[src/rtl/ratio_search_pkg.sv]
package ratio_search_pkg;
  typedef enum logic [2:0] {
    S_IDLE,
    S_SETUP,
    S_TOT,
    S_SPLIT,
    S_ACH,
    S_FIN
  } srch_state_t;
endpackage

[src/rtl/rs_divider.sv]
// Restoring divider: one quotient bit per cycle, done pulses after W steps.
module rs_divider #(
  parameter int W = 32
) (
  input  logic         clk,
  input  logic         rst_n,
  input  logic         go,
  input  logic [W-1:0] num,
  input  logic [W-1:0] den,
  output logic         done,
  output logic [W-1:0] quo,
  output logic [W-1:0] rem
);
  localparam int CW = $clog2(W);

  logic [W-1:0] q_r, q_n, r_r, r_n, d_r, d_n, n_r, n_n;
  logic [CW-1:0] cnt_r, cnt_n;
  logic         busy_r, busy_n, done_r, done_n;
  logic [W:0]   shifted, diff;
  logic         fits;

  assign shifted = {r_r, q_r[W-1]};
  assign diff    = shifted - {1'b0, d_r};
  assign fits    = shifted >= {1'b0, d_r};

  always_comb begin
    q_n = q_r; r_n = r_r; d_n = d_r; n_n = n_r;
    cnt_n = cnt_r; busy_n = busy_r; done_n = 1'b0;
    if (go) begin
      q_n = num; r_n = '0; d_n = den; n_n = num;
      cnt_n = '0; busy_n = 1'b1;
    end else if (busy_r) begin
      q_n   = {q_r[W-2:0], fits};
      r_n   = fits ? diff[W-1:0] : shifted[W-1:0];
      cnt_n = cnt_r + CW'(1);
      if (cnt_r == CW'(W-1)) begin
        busy_n = 1'b0;
        done_n = 1'b1;
      end
    end
  end

  always_ff @(posedge clk or negedge rst_n) begin
    if (!rst_n) begin
      q_r <= '0; r_r <= '0; d_r <= '0; n_r <= '0;
      cnt_r <= '0; busy_r <= 1'b0; done_r <= 1'b0;
    end else begin
      q_r <= q_n; r_r <= r_n; d_r <= d_n; n_r <= n_n;
      cnt_r <= cnt_n; busy_r <= busy_n; done_r <= done_n;
    end
  end

  assign done = done_r;
  assign quo  = q_r;
  assign rem  = r_r;

  // the quotient and remainder reproduce the captured dividend exactly
  p_div_exact_r2: assert property (@(posedge clk) disable iff (!rst_n)
    done |-> (({{W{1'b0}}, q_r} * {{W{1'b0}}, d_r} + {{W{1'b0}}, r_r}) == {{W{1'b0}}, n_r})
             && (r_r < d_r));
endmodule

[src/rtl/rs_ratio_split.sv]
// Splits a total ratio into pre and post ratios (banded only for one source).
module rs_ratio_split #(
  parameter int W        = 32,
  parameter int PRE_MAX  = 32,
  parameter int POST_MAX = 4
) (
  input  logic [W-1:0]                   total,
  input  logic                           banded,
  output logic [$clog2(PRE_MAX):0]       pre_ratio,
  output logic [$clog2(POST_MAX):0]      post_ratio
);
  localparam int PRW = $clog2(PRE_MAX) + 1;
  localparam int POW = $clog2(POST_MAX) + 1;

  logic [7:0]   low8;
  logic [7:0]   half_up, third_up;
  logic [W-1:0] quarter_up;

  assign low8       = total[7:0];
  assign half_up    = (low8 + 8'd1) >> 1;
  assign third_up   = (low8 + 8'd2) / 8'd3;
  assign quarter_up = (total >> 2) + W'(|total[1:0]);

  always_comb begin
    pre_ratio  = PRW'(1);
    post_ratio = POW'(1);
    if (!banded || total <= W'(POST_MAX)) begin
      post_ratio = (total > W'(POST_MAX)) ? POW'(POST_MAX) : total[POW-1:0];
    end else if (total < W'(PRE_MAX)) begin
      pre_ratio = total[PRW-1:0];
    end else if (total < W'(2*PRE_MAX)) begin
      post_ratio = POW'(2);
      pre_ratio  = half_up[PRW-1:0];
    end else if (total < W'(3*PRE_MAX)) begin
      post_ratio = POW'(3);
      pre_ratio  = third_up[PRW-1:0];
    end else begin
      post_ratio = POW'(POST_MAX);
      pre_ratio  = (quarter_up > W'(PRE_MAX)) ? PRW'(PRE_MAX) : quarter_up[PRW-1:0];
    end
  end
endmodule

[src/rtl/ratio_search.sv]
module ratio_search
  import ratio_search_pkg::*;
#(
  parameter int RW       = 32,
  parameter int NSRC     = 4,
  parameter int PRE_MAX  = 32,
  parameter int POST_MAX = 4,
  parameter int BAND_SRC = 3
) (
  input  logic                        clk,
  input  logic                        rst_n,
  input  logic                        start,
  input  logic [NSRC*RW-1:0]          src_rates,
  input  logic [RW-1:0]               target,
  output logic                        done,
  output logic [$clog2(NSRC)-1:0]     sel_src,
  output logic [$clog2(PRE_MAX)-1:0]  pre_code,
  output logic [$clog2(POST_MAX)-1:0] post_code,
  output logic [RW-1:0]               achieved,
  output logic                        err
);
  localparam int IW  = $clog2(NSRC);
  localparam int PCW = $clog2(PRE_MAX);
  localparam int OCW = $clog2(POST_MAX);
  localparam int PRW = PCW + 1;
  localparam int POW = OCW + 1;

  // reset: asynchronous assert, synchronous release
  logic [1:0] rst_s;
  logic       rst_i;
  always_ff @(posedge clk or negedge rst_n) begin
    if (!rst_n) rst_s <= 2'b00;
    else        rst_s <= {rst_s[0], 1'b1};
  end
  assign rst_i = rst_s[1];

  srch_state_t state, state_n;
  logic [IW-1:0]      idx, idx_n, bi_q, bi_n;
  logic [NSRC*RW-1:0] rates_q, rates_n;
  logic [RW-1:0]      tgt_q, tgt_n, total_q, total_n, ba_q, ba_n;
  logic [PRW-1:0]     pre_q, pre_n;
  logic [POW-1:0]     post_q, post_n;
  logic [PCW-1:0]     bp_q, bp_n;
  logic [OCW-1:0]     bo_q, bo_n;
  logic               bv_q, bv_n, err_q, err_n;

  logic [RW-1:0]  cur_rate, clamp_t, div_den, quo, rem, prod;
  logic           div_go, div_done;
  logic [PRW-1:0] sp_pre;
  logic [POW-1:0] sp_post;

  assign cur_rate = rates_q[idx*RW +: RW];
  assign clamp_t  = (tgt_q > cur_rate) ? cur_rate : tgt_q;
  assign prod     = RW'(pre_q) * RW'(post_q);

  rs_ratio_split #(.W(RW), .PRE_MAX(PRE_MAX), .POST_MAX(POST_MAX)) u_split (
    .total(total_q), .banded(idx == IW'(BAND_SRC)),
    .pre_ratio(sp_pre), .post_ratio(sp_post)
  );

  rs_divider #(.W(RW)) u_div (
    .clk(clk), .rst_n(rst_i), .go(div_go), .num(cur_rate), .den(div_den),
    .done(div_done), .quo(quo), .rem(rem)
  );

  always_comb begin
    state_n = state; idx_n = idx; rates_n = rates_q; tgt_n = tgt_q;
    total_n = total_q; pre_n = pre_q; post_n = post_q;
    bv_n = bv_q; bi_n = bi_q; bp_n = bp_q; bo_n = bo_q; ba_n = ba_q;
    err_n = err_q; div_go = 1'b0; div_den = clamp_t;
    case (state)
      S_IDLE: if (start) begin
        rates_n = src_rates; tgt_n = target; idx_n = '0;
        bv_n = 1'b0; bi_n = '0; bp_n = '0; bo_n = '0; ba_n = '0;
        state_n = S_SETUP;
      end
      S_SETUP: begin
        if (tgt_q == '0) state_n = S_FIN;
        else if (cur_rate == '0) begin
          if (idx == IW'(NSRC-1)) state_n = S_FIN;
          else idx_n = idx + IW'(1);
        end else begin
          div_go = 1'b1; div_den = clamp_t; state_n = S_TOT;
        end
      end
      S_TOT: if (div_done) begin
        total_n = quo + RW'(rem != '0);
        state_n = S_SPLIT;
      end
      S_SPLIT: begin
        pre_n = sp_pre; post_n = sp_post;
        div_go = 1'b1; div_den = RW'(sp_pre) * RW'(sp_post);
        state_n = S_ACH;
      end
      S_ACH: if (div_done) begin
        if (quo <= tgt_q && (!bv_q || quo > ba_q)) begin
          bv_n = 1'b1; bi_n = idx; ba_n = quo;
          bp_n = PCW'(pre_q - PRW'(1)); bo_n = OCW'(post_q - POW'(1));
        end
        if (idx == IW'(NSRC-1)) state_n = S_FIN;
        else begin idx_n = idx + IW'(1); state_n = S_SETUP; end
      end
      S_FIN: state_n = S_IDLE;
      default: state_n = S_IDLE;
    endcase
    if (state_n == S_FIN && state != S_FIN) err_n = !bv_n;
  end

  always_ff @(posedge clk or negedge rst_i) begin
    if (!rst_i) begin
      state <= S_IDLE; idx <= '0; rates_q <= '0; tgt_q <= '0; total_q <= '0;
      pre_q <= '0; post_q <= '0; bv_q <= 1'b0; bi_q <= '0; bp_q <= '0;
      bo_q <= '0; ba_q <= '0; err_q <= 1'b0;
    end else begin
      state <= state_n; idx <= idx_n; rates_q <= rates_n; tgt_q <= tgt_n;
      total_q <= total_n; pre_q <= pre_n; post_q <= post_n; bv_q <= bv_n;
      bi_q <= bi_n; bp_q <= bp_n; bo_q <= bo_n; ba_q <= ba_n; err_q <= err_n;
    end
  end

  assign done      = (state == S_FIN);
  assign sel_src   = bi_q;
  assign pre_code  = bp_q;
  assign post_code = bo_q;
  assign achieved  = ba_q;
  assign err       = err_q;

  // completion is a single-cycle pulse
  p_done_pulse_r9: assert property (@(posedge clk) disable iff (!rst_i)
    done |=> !done);
  // captured request does not move while a search runs
  p_hold_request_r9: assert property (@(posedge clk) disable iff (!rst_i)
    (state != S_IDLE) |=> $stable(tgt_q));
  // failed search reports zeros
  p_err_zero_r8: assert property (@(posedge clk) disable iff (!rst_i)
    (done && err) |-> (achieved == '0 && sel_src == '0 && pre_code == '0 && post_code == '0));
  // a successful result never exceeds the request
  p_ach_bound_r7: assert property (@(posedge clk) disable iff (!rst_i)
    (done && !err) |-> (achieved <= tgt_q));
  // unbanded sources never use the pre stage
  p_unbanded_pre_r3: assert property (@(posedge clk) disable iff (!rst_i)
    (state == S_ACH && idx != IW'(BAND_SRC)) |-> (pre_q == PRW'(1)));
endmodule

[config.mk]
export PLATFORM = sky130hd
export DESIGN_NAME = ratio_search
export DESIGN_NICKNAME = d
export VERILOG_FILES = /design/src/rtl/ratio_search_pkg.sv /design/src/rtl/rs_divider.sv /design/src/rtl/rs_ratio_split.sv /design/src/rtl/ratio_search.sv
export SDC_FILE = /design/constraint.sdc
export NUM_CORES = 1
export LEC_CHECK = 0
export BUFFER_PORTS_ARGS = -buffer_cell sky130_fd_sc_hd__buf_2
export CORE_ASPECT_RATIO = 0.8
export CORE_UTILIZATION = 48
export DETAILED_ROUTE_END_ITERATION = 6
export PLACE_DENSITY_LB_ADDON = 0.15
export SETUP_SLACK_MARGIN = 0.05
export SKIP_CTS_REPAIR_TIMING = 1
export SLEW_MARGIN = 20
export SYNTH_ARGS = -nofsm -noshare
export SYNTH_HDL_FRONTEND = slang
export SYNTH_HIERARCHICAL = 1
export SYNTH_SLANG_ARGS = --single-unit
[constraint.sdc]
create_clock -name clk -period 14.31 [get_ports clk]
set_input_delay 3.5775 -clock clk [delete_from_list [all_inputs] [get_ports clk]]
set_output_delay 3.5775 -clock clk [all_outputs]
set_load 0.03 [all_outputs]
======== Yosys cells after proc, flatten, opt, wreduce, memory -nomap -nowiden ========
Cells that the tools add are included.
word-level totals
  register bits after elaboration ......... 352
  input bits .............................. 163
  output and inout bits ................... 43
  word-level logic and storage cells ...... 135
operators by class
  add/subtract/negate cells ............... 9
  multipliers ............................. 1
  divide/modulo/power cells ............... 1
  order comparisons ....................... 10
  equal/unequal tests ..................... 14
  shifts and indexed selects .............. 1
  multiplexer cells ....................... 60
  reduce and logical (&&, ||, !) cells .... 19
operator list
  cell                 count
  $mux 32              10
  $shiftx 128x8->32    1
  $gt 32x32->1         2
  $logic_not 32->1     2
  $lt 32x7->1 const B  2
  $pmux 32 s2          1
  $mux 3               12
  $ge 33x32->1         1
  $add 32x1->32        1
  $gt 32x3->1 const B  1
  $gt 32x6->1 const B  1
  $le 32x3->1 const B  1
  $le 32x32->1         1
  $lt 32x6->1 const B  1
  $reduce_bool 32->1   1
  $sub 32x32->32       1
  $add 30x1->31        1
  $mux 6               5
  $mux 5               5
  $mux 2               9
  $pmux 3 s5           1
  $mux 1               11
  $pmux 5 s2           1
  $eq 3x3->1 const B   3
  other kinds (28)     40

======== Logic depth before layout (Yosys ltp) ========
  depth in word-level cells ............... 10
  mapped depth ............................ 30
  mapped depth without buffers ............ 27

======== Hierarchy ========
The synthesis kept the hierarchy.
by module, submodules not included
  module          instances  cells an instance  area each (sq um)  sequential area each (sq um)
  ratio_search    1          1614               14599.0            6231.0
  rs_divider      1          724                6408.6             2577.5
  rs_ratio_split  1          372                2402.3             0.0

======== Least setup slack after synthesis ========
No wires, ideal clock.
  path type ............................... flip-flop to flip-flop
  from .................................... register total_q[1]
  to ...................................... register u_div.d_r[7]
  library setup time ...................... 0.083 ns
  arrival ................................. 5.850 ns
  setup slack ............................. 8.377 ns
  stages on the path, launching flop included .. 30
  cells stage by stage .................... dfrtp_1 buf_2 clkbuf_1 inv_1 ha_1 inv_1 ha_1 ha_1 nand2_1 or4_1 buf_2 mux2i_1 a2111oi_0 nand4_1 or3_4 o21a_1 a311oi_2 nand2_1 fa_1 inv_1 ha_1 a21o_1 a21oi_1 o21bai_1 a21oi_1 xnor2_1 nand2_1 o21ai_1 nand2_1 o21ai_0
between the ends
  cells in the longest elaborated chain, start to end .. 10
  elaborated cells between the ends (all ways) .. 24
  those cells by class .................... add/sub: 3; mul: 1; div: 1; order compare: 6; mux: 11; reduce/logical: 2
RTL lines
  item                                                 line                  source
  start: declaration                                   ratio_search.sv:40    logic [RW-1:0] tgt_q, tgt_n, total_q, total_n, ba_q, ba_n;
  start signal: assignment                             ratio_search.sv:116   total_q <= total_n; pre_q <= pre_n; post_q <= post_n; bv_q <= bv_n;
  branches (longest 7 deep; another with $add 8x2->8)  --
  $mux 6 *                                             rs_ratio_split.sv:27  if (!banded || total <= W'(POST_MAX)) begin
  named net sp_pre[1]                                  ratio_search.sv:49    logic [PRW-1:0] sp_pre;
  $mul 6x3->9 *                                        ratio_search.sv:92    div_go = 1'b1; div_den = RW'(sp_pre) * RW'(sp_post);
  $mux 32 *                                            --
  named net div_den[7]                                 ratio_search.sv:47    logic [RW-1:0] cur_rate, clamp_t, div_den, quo, rem, prod;
  end signal: assignment                               rs_divider.sv:48      q_r <= q_n; r_r <= r_n; d_r <= d_n; n_r <= n_n;
  end: declaration                                     rs_divider.sv:16      logic [W-1:0] q_r, q_n, r_r, r_n, d_r, d_n, n_r, n_n;
Mark *: on every way through the listed nets, which the timed path passes.
A chain may end at the register's enable or synchronous reset.

======== Final worst setup path ========
  from .................................... register total_q[1]
  to ...................................... register u_div.d_r[8]
The elaborated chain is that of the path after synthesis.

==> flow_results.xml <==
<?xml version="1.0" encoding="UTF-8"?>
<metrics>
  <group name="clock_network">
    <metric name="path_clk_slew" unit="ns">0.06</metric>
    <metric name="tritoncts" unit="">built</metric>
    <metric name="cts.path.max_buffers" unit="">3</metric>
    <metric name="numClockSinks" unit="">352</metric>
    <metric name="worst_skew_pair.late_latency" unit="ns">0.60</metric>
    <metric name="buffer_type_at_the_clock_tree_root" unit="">sky130_fd_sc_hd__clkbuf_16</metric>
    <metric name="cts-buffers-inserted" unit="">40</metric>
    <metric name="h_tree_depth" unit="">2</metric>
  </group>
  <group name="worst_setup_path">
    <metric name="setup.worst_path.start_class" unit="">flip-flop</metric>
    <metric name="cpLargestDelayFamily" unit="">compound AO/OA/AOI/OAI gates</metric>
    <metric name="crit_top_cell" unit="">sky130_fd_sc_hd__inv_1</metric>
    <metric name="critical_path_data_arrival_time" unit="ns">7.37</metric>
    <metric name="r2r.worst_path.cells" unit="">27</metric>
    <metric name="critical_path.slowest_cell" unit="">sky130_fd_sc_hd__dfrtp_1</metric>
    <metric name="timing.critical_path.required" unit="ns">14.71</metric>
    <metric name="critical_path_peak_fanout" unit="">23</metric>
    <metric name="biggest_cell_delay_along_the_critical_path" unit="ns">0.78</metric>
    <metric name="worstReg2RegStart" unit="">total_q[1]$_DFFE_PN0P_</metric>
    <metric name="cp-end-kind" unit="">flip-flop</metric>
    <metric name="critical_path.reg2reg.endpoint" unit="">u_div/d_r[8]$_DFFE_PN0P_</metric>
    <metric name="cp.buffers_inverters" unit="">5</metric>
    <metric name="worst-setup-path-type" unit="">flip-flop to flip-flop</metric>
    <metric name="setup.reg_to_reg.worst_slack" unit="ns">7.34</metric>
  </group>
  <group name="timing">
    <metric name="slew_viol_final" unit="">0</metric>
    <metric name="period_minus_slack" unit="ns">6.97</metric>
    <metric name="final_hold_viol_count" unit="">0</metric>
    <metric name="fmaxAchievable" unit="MHz">143</metric>
    <metric name="tns" unit="ns">0</metric>
    <metric name="maxSlewHeadroom" unit="%">26.4</metric>
    <metric name="setup_violations" unit="">0</metric>
    <metric name="max_clock_skew" unit="ns">0.0489</metric>
    <metric name="worstMarginPinSlew" unit="ns">1.10</metric>
    <metric name="finalCritPeriodShare" unit="%">48.7</metric>
    <metric name="setup_repair_after_global_routing_missed_its_margin" unit="">no</metric>
  </group>
  <group name="worst_hold_path">
    <metric name="min_path_type" unit="">flip-flop to flip-flop</metric>
    <metric name="worstHoldStart" unit="">rst_s[0]$_DFF_PN0_</metric>
    <metric name="hold_depth" unit="">0</metric>
    <metric name="min_to" unit="">rst_s[1]$_DFF_PN0_</metric>
  </group>
  <group name="global_route">
    <metric name="grt_use_total" unit="%">28.5</metric>
    <metric name="first_pass_grt_wire_length" unit="mm">111</metric>
    <metric name="grt_antenna_before_repair" unit="">7</metric>
    <metric name="maximum_number_of_pins_on_one_net_before_global_route_repair" unit="">115</metric>
    <metric name="grt_pass1_vias" unit="">19124</metric>
    <metric name="global_route.overflow_total" unit="">0</metric>
  </group>
  <group name="floorplanning">
    <metric name="fp.dieW" unit="um">249</metric>
    <metric name="floorplan.initialDensity" unit="%">49.3</metric>
    <metric name="die_area" unit="um^2">49700</metric>
    <metric name="dieHeight" unit="um">200</metric>
    <metric name="rows" unit="">71</metric>
    <metric name="core-area" unit="um^2">47500</metric>
    <metric name="io_pins" unit="">206</metric>
  </group>
  <group name="yosys">
    <metric name="netlist-cell-type-count" unit="">97</metric>
    <metric name="seq_area_frac_synth" unit="%">37.6</metric>
    <metric name="synthesis.area_per_instance" unit="um^2">8.64</metric>
    <metric name="ys_ff_latch" unit="">352</metric>
    <metric name="synth_most_common_cell" unit="">sky130_fd_sc_hd__nand2_1</metric>
    <metric name="yosys-top-cells-area" unit="">sky130_fd_sc_hd__dfrtp_1 38%, sky130_fd_sc_hd__nand2_1 10%, sky130_fd_sc_hd__ha_1 8.1%</metric>
    <metric name="postSynthCellCount" unit="">2710</metric>
    <metric name="yosysTopAreaCell" unit="">sky130_fd_sc_hd__dfrtp_1</metric>
    <metric name="synth_enable_flop_cells" unit="">0</metric>
    <metric name="postSynth.topFlopCell" unit="">sky130_fd_sc_hd__dfrtp_1</metric>
    <metric name="synth_top_area_share" unit="%">37.6</metric>
    <metric name="yosysWarnings" unit="">6</metric>
    <metric name="post_synth_instance_area" unit="um^2">23400</metric>
    <metric name="synth_commonest_cells" unit="">650 x sky130_fd_sc_hd__nand2_1, 352 x sky130_fd_sc_hd__dfrtp_1, 182 x sky130_fd_sc_hd__inv_1</metric>
    <metric name="share_of_flip_flops_with_an_asynchronous_set_or_reset" unit="%">100</metric>
    <metric name="synth.net_count" unit="">3030</metric>
  </group>
  <group name="run_status">
    <metric name="outcome" unit="">complete, no violations</metric>
  </group>
  <group name="final_layout">
    <metric name="fill_cells" unit="">4342</metric>
    <metric name="post_route_cells_drive_above_1_share" unit="%">14.5</metric>
    <metric name="nets" unit="">3152</metric>
    <metric name="instances_no_fill" unit="">3488</metric>
    <metric name="syn2layout_area_growth" unit="%">12.1</metric>
  </group>
  <group name="pwr">
    <metric name="fin_total_pwr" unit="mW">6.78</metric>
    <metric name="worst_ir_drop_vdd" unit="uV">122</metric>
    <metric name="power_per_cell_area" unit="nW/um^2">258</metric>
    <metric name="power_leakage" unit="nW">12.6</metric>
  </group>
  <group name="run">
    <metric name="drv.max_cap_violation_count" unit="">0</metric>
  </group>
  <group name="place">
    <metric name="place.gp.congestion" unit="">0.952</metric>
    <metric name="dp.cells" unit="">3409</metric>
    <metric name="post-dp-hpwl" unit="mm">51.5</metric>
    <metric name="place.port_buffers" unit="">205</metric>
  </group>
  <group name="drt">
    <metric name="met2RoutedLength" unit="mm">30.7</metric>
    <metric name="drt_first_pass_iters" unit="">5</metric>
    <metric name="routedWlPerCell" unit="um">20.3</metric>
    <metric name="final_antenna_net_count" unit="">0</metric>
    <metric name="vias" unit="">20554</metric>
    <metric name="post_route_m1_wl" unit="mm">33.5</metric>
    <metric name="maxUsedRoutingLayer" unit="">met4</metric>
    <metric name="viasPerCell" unit="">5.89</metric>
    <metric name="detail_route.wirelength" unit="mm">70.6</metric>
    <metric name="drtIter0Drc" unit="">1958</metric>
    <metric name="drc" unit="">0</metric>
    <metric name="dr_wl_met3" unit="mm">5.11</metric>
  </group>
</metrics>
-- how the worst max path moves through the flow --
stage                                      start                          to  slack [ns]  cells past startpoint
final                     total_q[1]$_DFFE_PN0P_    u_div/d_r[8]$_DFFE_PN0P_        7.34                     27
after global routing      total_q[1]$_DFFE_PN0P_    u_div/d_r[8]$_DFFE_PN0P_        6.83                     27
after CTS                 total_q[1]$_DFFE_PN0P_    u_div/d_r[8]$_DFFE_PN0P_        7.45                     27
after detailed placement  total_q[1]$_DFFE_PN0P_    u_div/d_r[8]$_DFFE_PN0P_        7.52                     27
after global placement    total_q[1]$_DFFE_PN0P_    u_div/d_r[7]$_DFFE_PN0P_        7.67                     26
after floorplan               rst_s[1]$_DFF_PN0_  asynchronous set/reset pin        3.77                      0
-- stage by stage --
stage               worst slack (ns)  instance area (um^2)  hold slack (ns)  utilization (%)
finish                          7.34                 26300            0.359             55.2
global placement                7.67                 24800            0.336             52.1
floorplan                       3.77                 23400            0.331                -
detailed placement              7.52                 24800            0.349             52.1
CTS                             7.45                 26200            0.363             55.1
global route                    6.83                 26200            0.375             55.2
-- report_power, final --
part / total [mW] / switching (mW) / leakage (nW) / internal [mW]
clock: 1.12 / 0.454 / 0.699 / 0.664
sequential: 1.82 / 0.429 / 4.51 / 1.39
combinational: 3.84 / 2.36 / 7.39 / 1.48
-- logic make-up after synthesis --
family	Yosys count	synth area share, %
simple gates	1094	20.7
compound gates	559	16.8
flops	352	37.6
buf+inv	334	5.82
fa+ha+maj	158	8.63
mux	133	7.47
xor+xnor	79	2.96
other cells	1	0.0160
-- registers in the layout, indices dropped and copies added (netlist names), 3 cells and up, named ones only --
| signal | cells |
|---|---|
| state | 3 |
| u_div/cnt_r | 5 |
| achieved | 32 |
| u_div/rem | 32 |
| rates_q | 128 |
| total_q | 32 |
| pre_q | 5 |
| u_div/d_r | 32 |
| u_div/quo | 32 |
| tgt_q | 32 |
| pre_code | 5 |
-- final cells by class --
type                            count  area (um^2)  area share [%]
Clock inverter                     19          327            1.24
Timing Repair Buffer              230         1240            4.71
Inverter                          184          691            2.63
Multi-Input combinational cell   2024        13300            50.6
Clock buffer                       52         1110            4.21
Antenna cell                        7         17.5          0.0667
Sequential cell                   352         8820            33.6
Tap cell                          620          776            2.96
-- layer usage --
metal | vias up | GRT usage, %
met5 | - | 0
met4 | 0 | 6.83
met3 | 79 | 4.60
met2 | 736 | 42.6
met1 | 10032 | 42.7
li1 | 9707 | -
-- layout by cell type, fill, tap and decap left out, types with 40 or more instances in the layout --
cell type	netlist	layout
sky130_fd_sc_hd__a21oi_1	118	118
sky130_fd_sc_hd__buf_2	26	205
sky130_fd_sc_hd__clkbuf_16	0	40
sky130_fd_sc_hd__dfrtp_1	352	349
sky130_fd_sc_hd__ha_1	151	151
sky130_fd_sc_hd__inv_1	182	182
sky130_fd_sc_hd__mux2i_1	96	96
sky130_fd_sc_hd__nand2_1	650	649
sky130_fd_sc_hd__nand3_1	56	56
sky130_fd_sc_hd__nand4_1	43	43
sky130_fd_sc_hd__nor2_1	148	148
sky130_fd_sc_hd__nor3_1	48	45
sky130_fd_sc_hd__o21ai_0	158	158
sky130_fd_sc_hd__o2bb2ai_2	40	40
sky130_fd_sc_hd__xnor2_1	40	40
(Power assumes the default switching activity.)
